[config.mk]
export PLATFORM = sky130hd
export DESIGN_NAME = useq_top
export DESIGN_NICKNAME = d
export VERILOG_FILES = /design/src/rtl/useq_pkg.sv /design/src/rtl/useq_code_rom.sv /design/src/rtl/useq_dispatch.sv /design/src/rtl/useq_incr.sv /design/src/rtl/useq_top.sv
export SDC_FILE = /design/constraint.sdc
export NUM_CORES = 1
export LEC_CHECK = 0
export ABC_AREA = 1
export BUFFER_PORTS_ARGS = -buffer_cell sky130_fd_sc_hd__buf_2
export CAP_MARGIN = 20
export CORE_AREA = 2 2 39 41
export CTS_BUF_LIST = sky130_fd_sc_hd__clkbuf_8
export CTS_CLUSTER_DIAMETER = 200
export DETAILED_ROUTE_END_ITERATION = 12
export DIE_AREA = 0 0 41 43
export PLACE_DENSITY = 0.57
export SKIP_CTS_REPAIR_TIMING = 1
export SLEW_MARGIN = 20
export SYNTH_ARGS = -nofsm -noshare
export SYNTH_HDL_FRONTEND = slang
export SYNTH_SLANG_ARGS = --single-unit
export TNS_END_PERCENT = 5
[constraint.sdc]
create_clock -name clk -period 1.7 [get_ports clk]
set_input_delay 0.17 -clock clk [delete_from_list [all_inputs] [get_ports clk]]
set_output_delay 0.17 -clock clk [all_outputs]
set_load 0.02 [all_outputs]
[src/rtl/useq_pkg.sv]
package useq_pkg;
  localparam int STATE_W = 4;
  localparam int OP_W    = 6;

  typedef enum logic [1:0] {
    AC_FETCH = 2'd0,
    AC_DSP1  = 2'd1,
    AC_DSP2  = 2'd2,
    AC_STEP  = 2'd3
  } addr_ctl_e;

  localparam logic [OP_W-1:0] OPC_REG   = 6'b000000;
  localparam logic [OP_W-1:0] OPC_BRANCH= 6'b000100;
  localparam logic [OP_W-1:0] OPC_LOAD  = 6'b100011;
  localparam logic [OP_W-1:0] OPC_STORE = 6'b101011;
  localparam logic [OP_W-1:0] OPC_ORIMM = 6'b001011;
endpackage

[src/rtl/useq_code_rom.sv]
module useq_code_rom
  import useq_pkg::*;
#(
  parameter int SW = STATE_W
) (
  input  logic [SW-1:0] state,
  output logic [1:0]    code
);
  localparam int DEPTH = 1 << SW;

  function automatic logic [1:0] entry(input int idx);
    case (idx)
      0, 3, 6, 10: entry = AC_STEP;
      1:           entry = AC_DSP1;
      2:           entry = AC_DSP2;
      default:     entry = AC_FETCH;
    endcase
  endfunction

  logic [1:0] rom [DEPTH];

  for (genvar i = 0; i < DEPTH; i++) begin : g_rom
    assign rom[i] = entry(i);
  end

  assign code = rom[state];
endmodule

[src/rtl/useq_dispatch.sv]
module useq_dispatch
  import useq_pkg::*;
#(
  parameter int OW       = OP_W,
  parameter int SW       = STATE_W,
  parameter int TABLE_ID = 1
) (
  input  logic [OW-1:0] opcode,
  output logic [SW-1:0] target
);
  if (TABLE_ID == 1) begin : g_first
    always_comb begin
      case (opcode)
        OPC_LOAD, OPC_STORE: target = SW'(2);
        OPC_REG:             target = SW'(6);
        OPC_ORIMM:           target = SW'(10);
        OPC_BRANCH:          target = SW'(8);
        default:             target = '0;
      endcase
    end
  end else begin : g_second
    always_comb begin
      case (opcode)
        OPC_LOAD:  target = SW'(3);
        OPC_STORE: target = SW'(5);
        default:   target = '0;
      endcase
    end
  end
endmodule

[src/rtl/useq_incr.sv]
module useq_incr #(
  parameter int SW = 4
) (
  input  logic [SW-1:0] cur,
  output logic [SW-1:0] nxt
);
  assign nxt = cur + SW'(1);
endmodule

[src/rtl/useq_top.sv]
module useq_top
  import useq_pkg::*;
#(
  parameter int SW = STATE_W,
  parameter int OW = OP_W
) (
  input  logic          clk,
  input  logic          rst,
  input  logic [OW-1:0] opcode,
  output logic [SW-1:0] state,
  output logic [1:0]    addr_ctl
);
  logic [SW-1:0] tgt1, tgt2, plus1, nxt;

  useq_code_rom #(.SW(SW)) u_rom (.state(state), .code(addr_ctl));

  useq_dispatch #(.OW(OW), .SW(SW), .TABLE_ID(1)) u_dsp1 (
    .opcode(opcode), .target(tgt1));

  useq_dispatch #(.OW(OW), .SW(SW), .TABLE_ID(2)) u_dsp2 (
    .opcode(opcode), .target(tgt2));

  useq_incr #(.SW(SW)) u_inc (.cur(state), .nxt(plus1));

  always_comb begin
    case (addr_ctl)
      AC_DSP1: nxt = tgt1;
      AC_DSP2: nxt = tgt2;
      AC_STEP: nxt = plus1;
      default: nxt = '0;
    endcase
  end

  always_ff @(posedge clk) begin
    if (rst) state <= '0;
    else     state <= nxt;
  end
endmodule

# Word level (Yosys, flattened, before mapping)
# Memory sizes are Yosys's and may differ from the RTL's.
# Cells that the tools add are included.
[op_classes]
add_sub_neg = 1
n_lt_le_gt_ge = 1
n_eq_ne = 7
n_mux = 5
n_bitwise = 1
n_reduce_logical = 2
[ops]
columns = ["cell", "n"]
rows = [
  ["4-bit case mux with 4 select lines", 1],
  ["6-bit == test (second input constant)", 2],
  ["4-bit case mux with 3 select lines", 1],
  ["6-bit by 3-bit == test with 1-bit output (second input constant)", 1],
  ["6-bit by 4-bit == test with 1-bit output (second input constant)", 1],
  ["6-bit logical NOT", 1],
  ["3-bit case mux with 2 select lines", 1],
  ["5-bit greater-or-equal comparator (second input constant)", 1],
  ["4-bit NOT with 5-bit output", 1],
  ["4-bit by 1-bit adder with 4-bit output (second input constant)", 1],
  ["2-bit == test (second input constant)", 2],
  ["2-bit 2-to-1 mux", 2],
  ["2-bit by 1-bit == test with 1-bit output (second input constant)", 1],
  ["2-bit OR reduction", 1],
]
[totals]
reg_bits = 4
rom_bits = 32
out_inout_bits = 6
wordCells = 19
memories = 1
[mem_list]
columns = ["name", "depth", "width", "rd", "rd_ports_with_merged_regs", "write_ports", "line", "source"]
rows = [
  ["(no name shown)", 16, 2, 1, 0, 0, "useq_code_rom.sv:26", "assign code = rom[state];"],
]

# Longest topological paths before layout
# Gate-level depths: netlist (run 1).
[logic_depth]
word_depth = 6
depth_mapped = 11

# By module
# From an unflattened synthesis (run 1), not the netlist that was laid out.
[unflattened]
hier_cells = 88
hier_area_um2 = 469.2
[by_module_without_submodules]
columns = ["mod", "n_inst", "cells_per_inst", "area_each_um2", "seq_area_each_um2"]
rows = [
  ["useq_top", 1, 33, 224.0, 80.1],
  ["useq_dispatch at u_dsp1", 1, 21, 88.8, 0.0],
  ["useq_dispatch at u_dsp2", 1, 13, 55.1, 0.0],
  ["useq_code_rom", 1, 13, 53.8, 0.0],
  ["useq_incr", 1, 8, 47.5, 0.0],
]

# Worst setup path before layout (run 1)
# OpenSTA, ideal clock, no wires.
[synth_timing]
path_kind = "register to register"
startpoint = "register state[0]"
endpoint = "register state[1]"
arrival_time_ns = 1.478
setup_slack_ns = 0.113
stages_incl_launch_ff = 11
n_path_buf = 0
synth_period_minus_slack_ns = 1.587
path_cell_list = "dfxtp_1 -> inv_1 -> ha_1 -> nand2_1 -> o21ai_0 -> nand2_1 -> nand2_2 -> nand3b_1 -> nand3_1 -> nand2_1 -> inv_1"
[synth_via]
elab_chain_len = 6
word_cells_on_any_way = 9
classes_between = "add/sub (1); eq/ne (3); mux (3); bitwise (1); memory (1)"
[synth_rtl]
columns = ["item", "line", "source"]
rows = [
  ["start, declared", "useq_top.sv:10", "output logic [SW-1:0] state,"],
  ["start signal, assigned", "useq_top.sv:36", "else state <= nxt;"],
  ["4-bit NOT with 5-bit output (not written as such) *", "useq_code_rom.sv:26", ""],
  ["memory 16 x 2 bit *", "-", ""],
  ["2-bit 2-to-1 mux (not written as such) * (2 in a row)", "useq_code_rom.sv:26", ""],
  ["via addr_ctl[0]", "useq_top.sv:11", "output logic [1:0] addr_ctl"],
  ["2-bit == test / 2-bit by 1-bit == test with 1-bit output (equally long branches)", "useq_top.sv:26", "case (addr_ctl)"],
  ["4-bit case mux with 3 select lines *", "useq_top.sv:26", ""],
]
# Mark *: on every way through the listed nets, which the timed path passes. The rest lies on a longest branch. The select of a mux whose other input is x is not followed.
# A chain may end at the register's enable or synchronous reset.

# Worst setup path after layout (run 1)
[layout_timing]
startpoint = "register state[0]"
endpoint = "output port addr_ctl[1]"
[layout_via]
elab_chain_len = 4
[layout_rtl]
columns = ["item", "line"]
rows = [
  ["4-bit NOT with 5-bit output (not written as such)", "useq_code_rom.sv:26"],
  ["memory 16 x 2 bit", "-"],
  ["2-bit 2-to-1 mux (not written as such) (2 in a row)", "useq_code_rom.sv:26"],
  ["end, declared", "useq_top.sv:11"],
]
# No other way between the ends. The select of a mux whose other input is x is not followed.

==> results of run 1 <==
==> power by group <==
part	internal, mW	switching (mW)	leakage, nW
registers	0.126	0.0365	0.0333
clock network	0.151	0.0480	0.0216
logic	0.138	0.254	0.235
total	0.414	0.339	0.289
==> path summary, 6_finish.rpt <==
kind,end,cells after the start
setup / recovery,addr_ctl[1],7
hold / removal,state[0]$_SDFF_PP0_,2
setup reg to reg,state[1]$_SDFF_PP0_,11
hold reg to reg,state[0]$_SDFF_PP0_,3
==> layer usage <==
metal / up-vias / global-route usage [%]
met2: 9 / 18.4
met1: 208 / 16.1
met5: - / 0
met3: 2 / 1.57
met4: 0 / 8.00
li1: 241 / -
==> cells by family after synthesis <==
logic type	count (synthesis)	synth area share, %
buf+inv	11	10.3
fa+ha+maj	4	12.5
xor+xnor	2	4.39
flops	4	20.1
simple gates	37	43.9
compound gates	7	8.78
==> final cells by class <==
class / instances / area (um2) / share of cell area [%]
well taps: 16 / 20.0 / 3.79
multi-input cells: 50 / 278 / 52.6
clock buffers: 3 / 41.3 / 7.82
inverters: 11 / 41.3 / 7.82
repair buffers: 13 / 65.1 / 12.3
flip-flops and latches: 4 / 82.6 / 15.6
==> through the flow <==
stage	TNS [ns]	worst slack (ns)	power (mW)
floorplan	0	0.113	0.440
global placement	0	0.200	0.552
detailed placement	0	0.202	0.549
CTS	-0.0298	-0.0298	0.755
global route	0	0.00692	0.818
finish	0	0.106	0.753
==> cell usage after synthesis <==
cell	number	area [um2]
nand3_1	14	70.1
inv_1	11	41.3
nand2_1	9	33.8
nor2_1	9	33.8
a21oi_1	4	20.0
dfxtp_1	4	80.1
ha_1	4	50.1
nand2_2	2	12.5
nand3b_1	2	15.0
o21ai_0	2	10.0
xor2_1	2	17.5
nand3_2	1	10.0
o21ai_1	1	5.00
==> results by group, run 1 <==
Layout
  • Biggest register: state
  • Biggest regs: state (4)
  • Synth-to-layout area growth: 32.3%
  • Filler cell count: 158
  • Nets: 95
  • Non-Filler Instances: 97
  • Final design utilization: 38.2%
  • Design Area, Final: 528 um2
  • Most common cell after layout, fill and taps aside: nand3_1
  • Most frequent cells in the layout: nand3_1 (14), buf_2 (13), inv_1 (11), nand2_1 (9), nor2_1 (9)
  • Share of cells above drive strength 1: 25.9%
  • Diode count: 0
  • Max reg flops: 4

Critical path
  • Startpoint Class: flop
  • Max FO, Critical Path: 9
  • CP dominant cell by count: nand2_1
  • Cell family with most CP delay: flip-flops
  • Crit-path cells: inv_1 -> ha_1 -> nand2_1 -> o21ai_1 -> nand2_1 -> nand2_2 -> buf_2
  • Crit. Startpoint: state[0]$_SDFF_PP0_
  • CP arrival: 1.42 ns
  • WP data required: 1.53 ns
  • Crit. End Element: output port
  • R2R Setup Slk: 0.28 ns
  • Critical R2R Launch: state[0]$_SDFF_PP0_
  • Worst path bufs/invs: 2
  • CP max stage cell: dfxtp_2
  • Worst Setup Path Type: reg2out
  • Worst path max stage delay: 0.33 ns

Synth
  • Sequential area share after synthesis: 20.1%
  • Avg Inst Size Synth: 6.14 um2
  • Mapped Cells: 65
  • Synthesized cell area: 399 um2
  • Yosys warns: 0
  • Synth Net Count: 77
  • Synth cell types: 13
  • Synth Register Bits: 4

Floorplanning
  • Initial Utilization: 28.8%
  • I/O pin cnt: 14
  • Die ar.: 1760 um2
  • Row Count: 14
  • Die extent in y: 43 um
  • Placeable Area: 1380 um2
  • Chip width: 41 um

Clock tree
  • Clock sink count: 4
  • Clk root buf: clkbuf_8
  • Num CTS Buffers: 3
  • Worst skew pair latency: 0.22 ns
  • TritonCTS clock tree: built
  • Htree depth: 1
  • Reg clk slew, reported paths: 0.03 ns
  • CTS Buffer Depth: 2

GRT
  • Global-route wire length before repair: 1.52 mm
  • GRT Util Overall: 12.4%
  • Largest net degree at the start of global routing: 10
  • GRT overflow: 0
  • Vias in the first global route: 415
  • Initial antenna violation count: 0

Hold path
  • Worst Hold Class: in2reg
  • Hold Crit Start: rst

Power
  • Worst vdd rail ir drop: 373 uV
  • PD cells: 1430 nW/um2
  • Pleak: 0.289 nW

Routing
  • Drt total wl: 859 um
  • Via density: 4.74
  • Initial DRC count: 9
  • Via count: 460
  • M1 WL: 416 um
  • Routed length on met3: 33 um
  • DR top layer: met4
  • Met2 wire len: 397 um
  • WL per Instance: 8.86 um
  • Post-route ant nets: 0
  • First-pass iteration count of the detailed router: 4
  • Residual DRC: 0

Place
  • GP Congestion: 0.784
  • Placed inst area: 484 um2
  • DP Wirelength: 714 um
  • # placed instances: 94
  • IO Port Bufs: 13

Timing
  • Fin crit period: 1.59 ns
  • Final setup violation count: 0
  • Maximum clock rate: 627 MHz
  • Skew final: 0.000967 ns
  • RSZ-0062 raised after global routing: no
  • Tcrit/Tclk final: 93.8%
  • Final hold vios: 0
  • Slew margin rel.: 84.1%
  • Final hold slack: 0.139 ns
  • Max-slew violations: 0
  • Actual slew at the worst max-slew pin: 0.238 ns

Job
  • Max Cap Viol: 0

Run status
  • Status: finished, final reports clean
Note: power is estimated with default switching activity, not from simulation.
==> run 2: changes to the inputs <==
--- a/config.mk
+++ b/config.mk
@@ -13,7 +13,8 @@
 export CTS_CLUSTER_DIAMETER = 200
 export DETAILED_ROUTE_END_ITERATION = 12
 export DIE_AREA = 0 0 41 43
-export PLACE_DENSITY = 0.57
+export MAX_ROUTING_LAYER = met4
+export PLACE_DENSITY = 0.58
 export SKIP_CTS_REPAIR_TIMING = 1
 export SLEW_MARGIN = 20
 export SYNTH_ARGS = -nofsm -noshare
==> constraint.sdc (replaced) <==
create_clock -name clk -period 1.4 [get_ports clk]
set_input_delay 0.14 -clock clk [delete_from_list [all_inputs] [get_ports clk]]
set_output_delay 0.14 -clock clk [all_outputs]
set_load 0.02 [all_outputs]
==> results by group, run 2 (same netlist as run 1, synthesis figures left out) <==
Clock tree
  • Htree depth: 1 (unchanged)
  • Clk root buf: clkbuf_8 (unchanged)
  • Reg clk slew, reported paths: 0.04 ns (was 0.03 ns)
  • Clock sink count: 4 (unchanged)
  • Worst skew pair latency: 0.22 ns (about the same)
  • TritonCTS clock tree: built (unchanged)
  • Num CTS Buffers: 3 (unchanged)
  • CTS Buffer Depth: 2 (unchanged)

Layout
  • Nets: 105 (was 95)
  • Biggest regs: state (4) (unchanged)
  • Max reg flops: 4 (unchanged)
  • Synth-to-layout area growth: 87.5% (was 32.3%)
  • Most frequent cells in the layout: nand3_1 (13), buf_2 (11), inv_1 (10), nor2_1 (8), buf_4 (7) (was nand3_1 (14), buf_2 (13), inv_1 (11), nand2_1 (9), nor2_1 (9))
  • Diode count: 0 (unchanged)
  • Non-Filler Instances: 108 (was 97)
  • Most common cell after layout, fill and taps aside: nand3_1 (unchanged)
  • Biggest register: state (unchanged)
  • Filler cell count: 142 (was 158)
  • Design Area, Final: 748 um2 (was 528 um2)
  • Share of cells above drive strength 1: 50.0% (was 25.9%)

Place
  • # placed instances: 99 (was 94)
  • DP Wirelength: 846 um (was 714 um)
  • Placed inst area: 537 um2 (was 484 um2)
  • GP Congestion: 0.853 (was 0.784)
  • IO Port Bufs: 13 (unchanged)

Floorplanning
  • Row Count: 14 (unchanged)
  • Initial Utilization: 28.8% (unchanged)
  • I/O pin cnt: 14 (unchanged)
  • Die extent in y: 43 um (unchanged)
  • Chip width: 41 um (unchanged)
  • Die ar.: 1760 um2 (unchanged)
  • Placeable Area: 1380 um2 (unchanged)

Routing
  • Residual DRC: 0 (unchanged)
  • Via count: 525 (was 460)
  • Drt total wl: 1.19 mm (was 859 um)
  • Post-route ant nets: 0 (unchanged)
  • WL per Instance: 11.0 um (was 8.86 um)
  • Initial DRC count: 24 (was 9)
  • Via density: 4.86 (was 4.74)
  • First-pass iteration count of the detailed router: 4 (unchanged)

Run status
  • Status: complete, but fails checks (was finished, final reports clean)
  • Failing checks: negative setup slack

Timing
  • Actual slew at the worst max-slew pin: 0.223 ns (was 0.238 ns)
  • RSZ-0062 raised after global routing: yes (was no)
  • Final setup violation count: 4 (was 0)
  • Slew margin rel.: 85.1% (was 84.1%)
  • Final hold vios: 0 (unchanged)
  • Fin Setup TNS: -0.114 ns (was 0 ns)
  • Final hold slack: 0.115 ns (was 0.139 ns)
  • Fin crit period: 1.44 ns
  • Skew final: 0.00665 ns (was 0.000967 ns)
  • Final setup margin: -0.0357 ns (was 0.106 ns)
  • Tcrit/Tclk final: 103%
  • Maximum clock rate: 697 MHz
  • Max-slew violations: 0 (unchanged)

GRT
  • Vias in the first global route: 460 (was 415)
  • Initial antenna violation count: 0 (unchanged)
  • Global-route wire length before repair: 1.79 mm (was 1.52 mm)
  • Largest net degree at the start of global routing: 10 (unchanged)
  • GRT Util Overall: 15.2% (was 12.4%)
  • GRT overflow: 0 (unchanged)

Hold path
  • Worst Hold Class: in2reg (unchanged)
  • Hold Crit Start: rst (unchanged)
  • Hold worst-path end: state[0]$_SDFF_PP0_ (unchanged)
  • Worst Hold Depth: 2 (unchanged)

Power
  • PD cells: 1970 nW/um2 (was 1430 nW/um2)
  • Pleak: 0.379 nW (was 0.289 nW)
  • Pwr Total: 1.47 mW (was 0.753 mW)
  • Worst vdd rail ir drop: 733 uV (was 373 uV)

Critical path
  • Critical R2R Launch: state[0]$_SDFF_PP0_ (unchanged)
  • FF-to-FF End: state[2]$_SDFF_PP0_ (was state[1]$_SDFF_PP0_)
  • Crit. End Element: output port (unchanged)
  • Max FO, Critical Path: 6 (was 9)
  • Crit. Startpoint: state[1]$_SDFF_PP0_ (was state[0]$_SDFF_PP0_)
  • WP data required: 1.26 ns (was 1.53 ns)
  • Worst Setup Path Type: reg2out (unchanged)
  • R2R Setup Slk: -0.03 ns (was 0.28 ns)
  • Reg2Reg Depth: 11 (unchanged)
  • Startpoint Class: flop (unchanged)
  • CP arrival: 1.30 ns (was 1.42 ns)

Job
  • Max Cap Viol: 0 (unchanged)
==> run 2: worst max-delay path, stage by stage (launching register included) <==
cell	delay, ns
dfxtp_4	0.38
inv_2	0.05
ha_4	0.15
o21ai_4	0.15
nand2_2	0.08
nand2_4	0.13
buf_6	0.13
==> run 2: where the power goes <==
part | total, mW | leakage [nW] | switching (mW) | internal [mW]
Clock | 0.249 | 0.0269 | 0.0616 | 0.187
Combinational | 0.994 | 0.318 | 0.487 | 0.506
Sequential | 0.230 | 0.0345 | 0.0666 | 0.164
Total | 1.47 | 0.379 | 0.616 | 0.857
==> run 2: worst max-delay path by stage <==
stage                     endpoint  depth (start not counted)
3_5_place_dp   state[1]$_SDFF_PP0_                          9
6_report               addr_ctl[1]                          6
2_1_floorplan  state[1]$_SDFF_PP0_                         11
5_1_grt                addr_ctl[1]                          6
4_1_cts                addr_ctl[1]                          7
3_3_place_gp   state[1]$_SDFF_PP0_                         11
==> run 2: stage by stage <==
stage,utilization (%),setup slack [ns]
after floorplan,-,0.00582
after global placement,38.8,0.0148
after detailed placement,38.8,-0.0345
after CTS,42.0,-0.192
after global routing,54.1,-0.0935
final,54.1,-0.0357
==> run 2: final cells by class <==
type                            instances  area [um2]  area share [%]
Multi-Input combinational cell         50         378            50.5
Timing Repair Buffer                   23         173            23.1
Sequential cell                         4        88.8            11.9
Inverter                               11        43.8            5.85
Clock buffer                            3        41.3            5.52
Tap cell                               16        20.0            2.68
Clock inverter                          1        3.75           0.502
==> run 2: layer usage <==
layer	part of all wire [%]	GRT usage (%)	up-vias
met4	0	6.00	0
li1	-	-	264
met5	0	-	-
met3	3.8	3.14	0
met2	54	25.3	19
met1	42	16.7	242
==> run 3: changes to the inputs <==
--- a/config.mk
+++ b/config.mk
@@ -8,13 +8,13 @@
 export ABC_AREA = 1
 export BUFFER_PORTS_ARGS = -buffer_cell sky130_fd_sc_hd__buf_2
 export CAP_MARGIN = 20
-export CORE_AREA = 2 2 39 41
+export CORE_AREA = 10 10 47 49
 export CTS_BUF_LIST = sky130_fd_sc_hd__clkbuf_8
 export CTS_CLUSTER_DIAMETER = 200
 export DETAILED_ROUTE_END_ITERATION = 12
-export DIE_AREA = 0 0 41 43
+export DIE_AREA = 0 0 57 59
 export MAX_ROUTING_LAYER = met4
-export PLACE_DENSITY = 0.58
+export PLACE_DENSITY = 0.57
 export SKIP_CTS_REPAIR_TIMING = 1
 export SLEW_MARGIN = 20
 export SYNTH_ARGS = -nofsm -noshare
==> constraint.sdc (replaced) <==
create_clock -name clk -period 1.5 [get_ports clk]
set_input_delay 0.15 -clock clk [delete_from_list [all_inputs] [get_ports clk]]
set_output_delay 0.15 -clock clk [all_outputs]
set_load 0.02 [all_outputs]
==> results by group, run 3 (same netlist as run 1, synthesis figures left out) <==
Run status
  • Status: finished, final reports clean (was complete, but fails checks)

Timing
  • Maximum clock rate: 682 MHz
  • Fin crit period: 1.47 ns
  • Skew final: 0.00248 ns (was 0.00665 ns)
  • Tcrit/Tclk final: 97.8%
  • Final setup violation count: 0 (was 4)
  • Final hold slack: 0.119 ns (was 0.115 ns)
  • Slew margin rel.: 78.1% (was 85.1%)
  • Actual slew at the worst max-slew pin: 0.327 ns (was 0.223 ns)
  • Fin Setup TNS: 0 ns (was -0.114 ns)
  • RSZ-0062 raised after global routing: yes (unchanged)
  • Final hold vios: 0 (unchanged)
  • Max-slew violations: 0 (unchanged)

Power
  • Pleak: 0.323 nW (was 0.379 nW)
  • Worst vdd rail ir drop: 720 uV (was 733 uV)
  • PD cells: 1790 nW/um2 (was 1970 nW/um2)
  • Pwr Total: 1.10 mW (was 1.47 mW)

Routing
  • WL per Instance: 11.7 um (was 11.0 um)
  • Met2 wire len: 603 um (was 641 um)
  • Via count: 485 (was 525)
  • Post-route ant nets: 0 (unchanged)
  • DR top layer: met4 (was met3)
  • Residual DRC: 0 (unchanged)
  • Via density: 4.80 (was 4.86)
  • M1 WL: 531 um (was 505 um)
  • Routed length on met3: 21 um (was 45 um)
  • First-pass iteration count of the detailed router: 3 (was 4)
  • Initial DRC count: 1 (was 24)
  • Drt total wl: 1.18 mm (was 1.19 mm)

Clock tree
  • Clock sink count: 4 (unchanged)
  • Worst skew pair latency: 0.21 ns (was 0.22 ns)
  • Htree depth: 1 (unchanged)
  • TritonCTS clock tree: built (unchanged)
  • Reg clk slew, reported paths: 0.03 ns (was 0.04 ns)
  • Num CTS Buffers: 3 (unchanged)
  • CTS Buffer Depth: 2 (unchanged)
  • Clk root buf: clkbuf_8 (unchanged)

Layout
  • Non-Filler Instances: 101 (was 108)
  • Share of cells above drive strength 1: 36.5% (was 50.0%)
  • Most common cell after layout, fill and taps aside: nand3_1 (unchanged)
  • Diode count: 0 (unchanged)
  • Final design utilization: 43.8% (was 54.1%)
  • Max reg flops: 4 (unchanged)
  • Synth-to-layout area growth: 53.9% (was 87.5%)
  • Biggest register: state (unchanged)
  • Biggest regs: state (4) (unchanged)
  • Most frequent cells in the layout: nand3_1 (14), buf_2 (11), inv_1 (10), nor2_1 (9), nand2_1 (7) (was nand3_1 (13), buf_2 (11), inv_1 (10), nor2_1 (8), buf_4 (7))
  • Nets: 99 (was 105)

Critical path
  • Worst Setup Path Type: reg2out (unchanged)
  • Cell family with most CP delay: flip-flops (unchanged)
  • Worst path bufs/invs: 2 (unchanged)
  • WP data required: 1.35 ns (was 1.26 ns)
  • CP arrival: 1.32 ns (was 1.30 ns)
  • Crit path depth: 6 (unchanged)
  • R2R Setup Slk: 0.07 ns (was -0.03 ns)
  • Max FO, Critical Path: 5 (was 6)
  • Reg2Reg Depth: 11 (unchanged)
  • Startpoint Class: flop (unchanged)
  • CP max stage cell: dfxtp_4 (unchanged)
  • Crit. End Element: output port (unchanged)
  • Worst path max stage delay: 0.36 ns (was 0.38 ns)
  • Crit-path cells: inv_2 -> ha_1 -> o21ai_2 -> nand2_1 -> nand2_2 -> buf_6 (was inv_2 -> ha_4 -> o21ai_4 -> nand2_2 -> nand2_4 -> buf_6)

Floorplanning
  • Die ar.: 3360 um2 (was 1760 um2)
  • Row Count: 14 (unchanged)
  • I/O pin cnt: 14 (unchanged)
  • Die extent in y: 59 um (was 43 um)
  • Initial Utilization: 28.5% (was 28.8%)
  • Chip width: 57 um (was 41 um)
  • Placeable Area: 1400 um2 (was 1380 um2)

Hold path
  • Worst Hold Depth: 2 (unchanged)
  • Worst Hold Class: in2reg (unchanged)

Place
  • DP Wirelength: 872 um (was 846 um)
  • IO Port Bufs: 13 (unchanged)
  • GP Congestion: 0.812 (was 0.853)
  • # placed instances: 94 (was 99)

GRT
  • Largest net degree at the start of global routing: 10 (unchanged)
  • GRT overflow: 0 (unchanged)
  • Vias in the first global route: 471 (was 460)
  • GRT Util Overall: 6.52% (was 15.2%)
  • Global-route wire length before repair: 1.75 mm (was 1.79 mm)
  • Initial antenna violation count: 0 (unchanged)

Job
  • Max Cap Viol: 0 (unchanged)
[run 3: worst paths after layout]
kind | start | to
min | rst | state[0]$_SDFF_PP0_
min reg2reg | state[0]$_SDFF_PP0_ | state[0]$_SDFF_PP0_
max reg2reg | state[0]$_SDFF_PP0_ | state[1]$_SDFF_PP0_
max | state[0]$_SDFF_PP0_ | addr_ctl[0]
[run 3: final cells by class]
class	count	area [um2]
fillers	158	787
multi-input cells	50	308
inverters	11	41.3
clock buffers	3	41.3
flip-flops and latches	4	87.6
well taps	16	20.0
repair buffers	17	116
[run 3: per-stage QoR]
stage | instance area [um2] | setup slack (ns)
floorplan | 402 | 0.0268
global placement | 487 | 0.0651
detailed placement | 487 | 0.0580
CTS | 528 | -0.136
global route | 614 | -0.0331
finish | 614 | 0.0331
[run 3: power by group]
group,total [mW],internal [mW],switching (mW)
sequential,0.202,0.152,0.0508
clock,0.219,0.170,0.0488
combinational,0.677,0.320,0.357
total,1.10,0.642,0.456
[run 3: metal layers]
metal  vias to the layer above  GRT usage, %
met4                         0          5.03
met2                         9          10.2
met1                       222          6.97
met3                         2          1.50
li1                        252             -
met5                         -             -
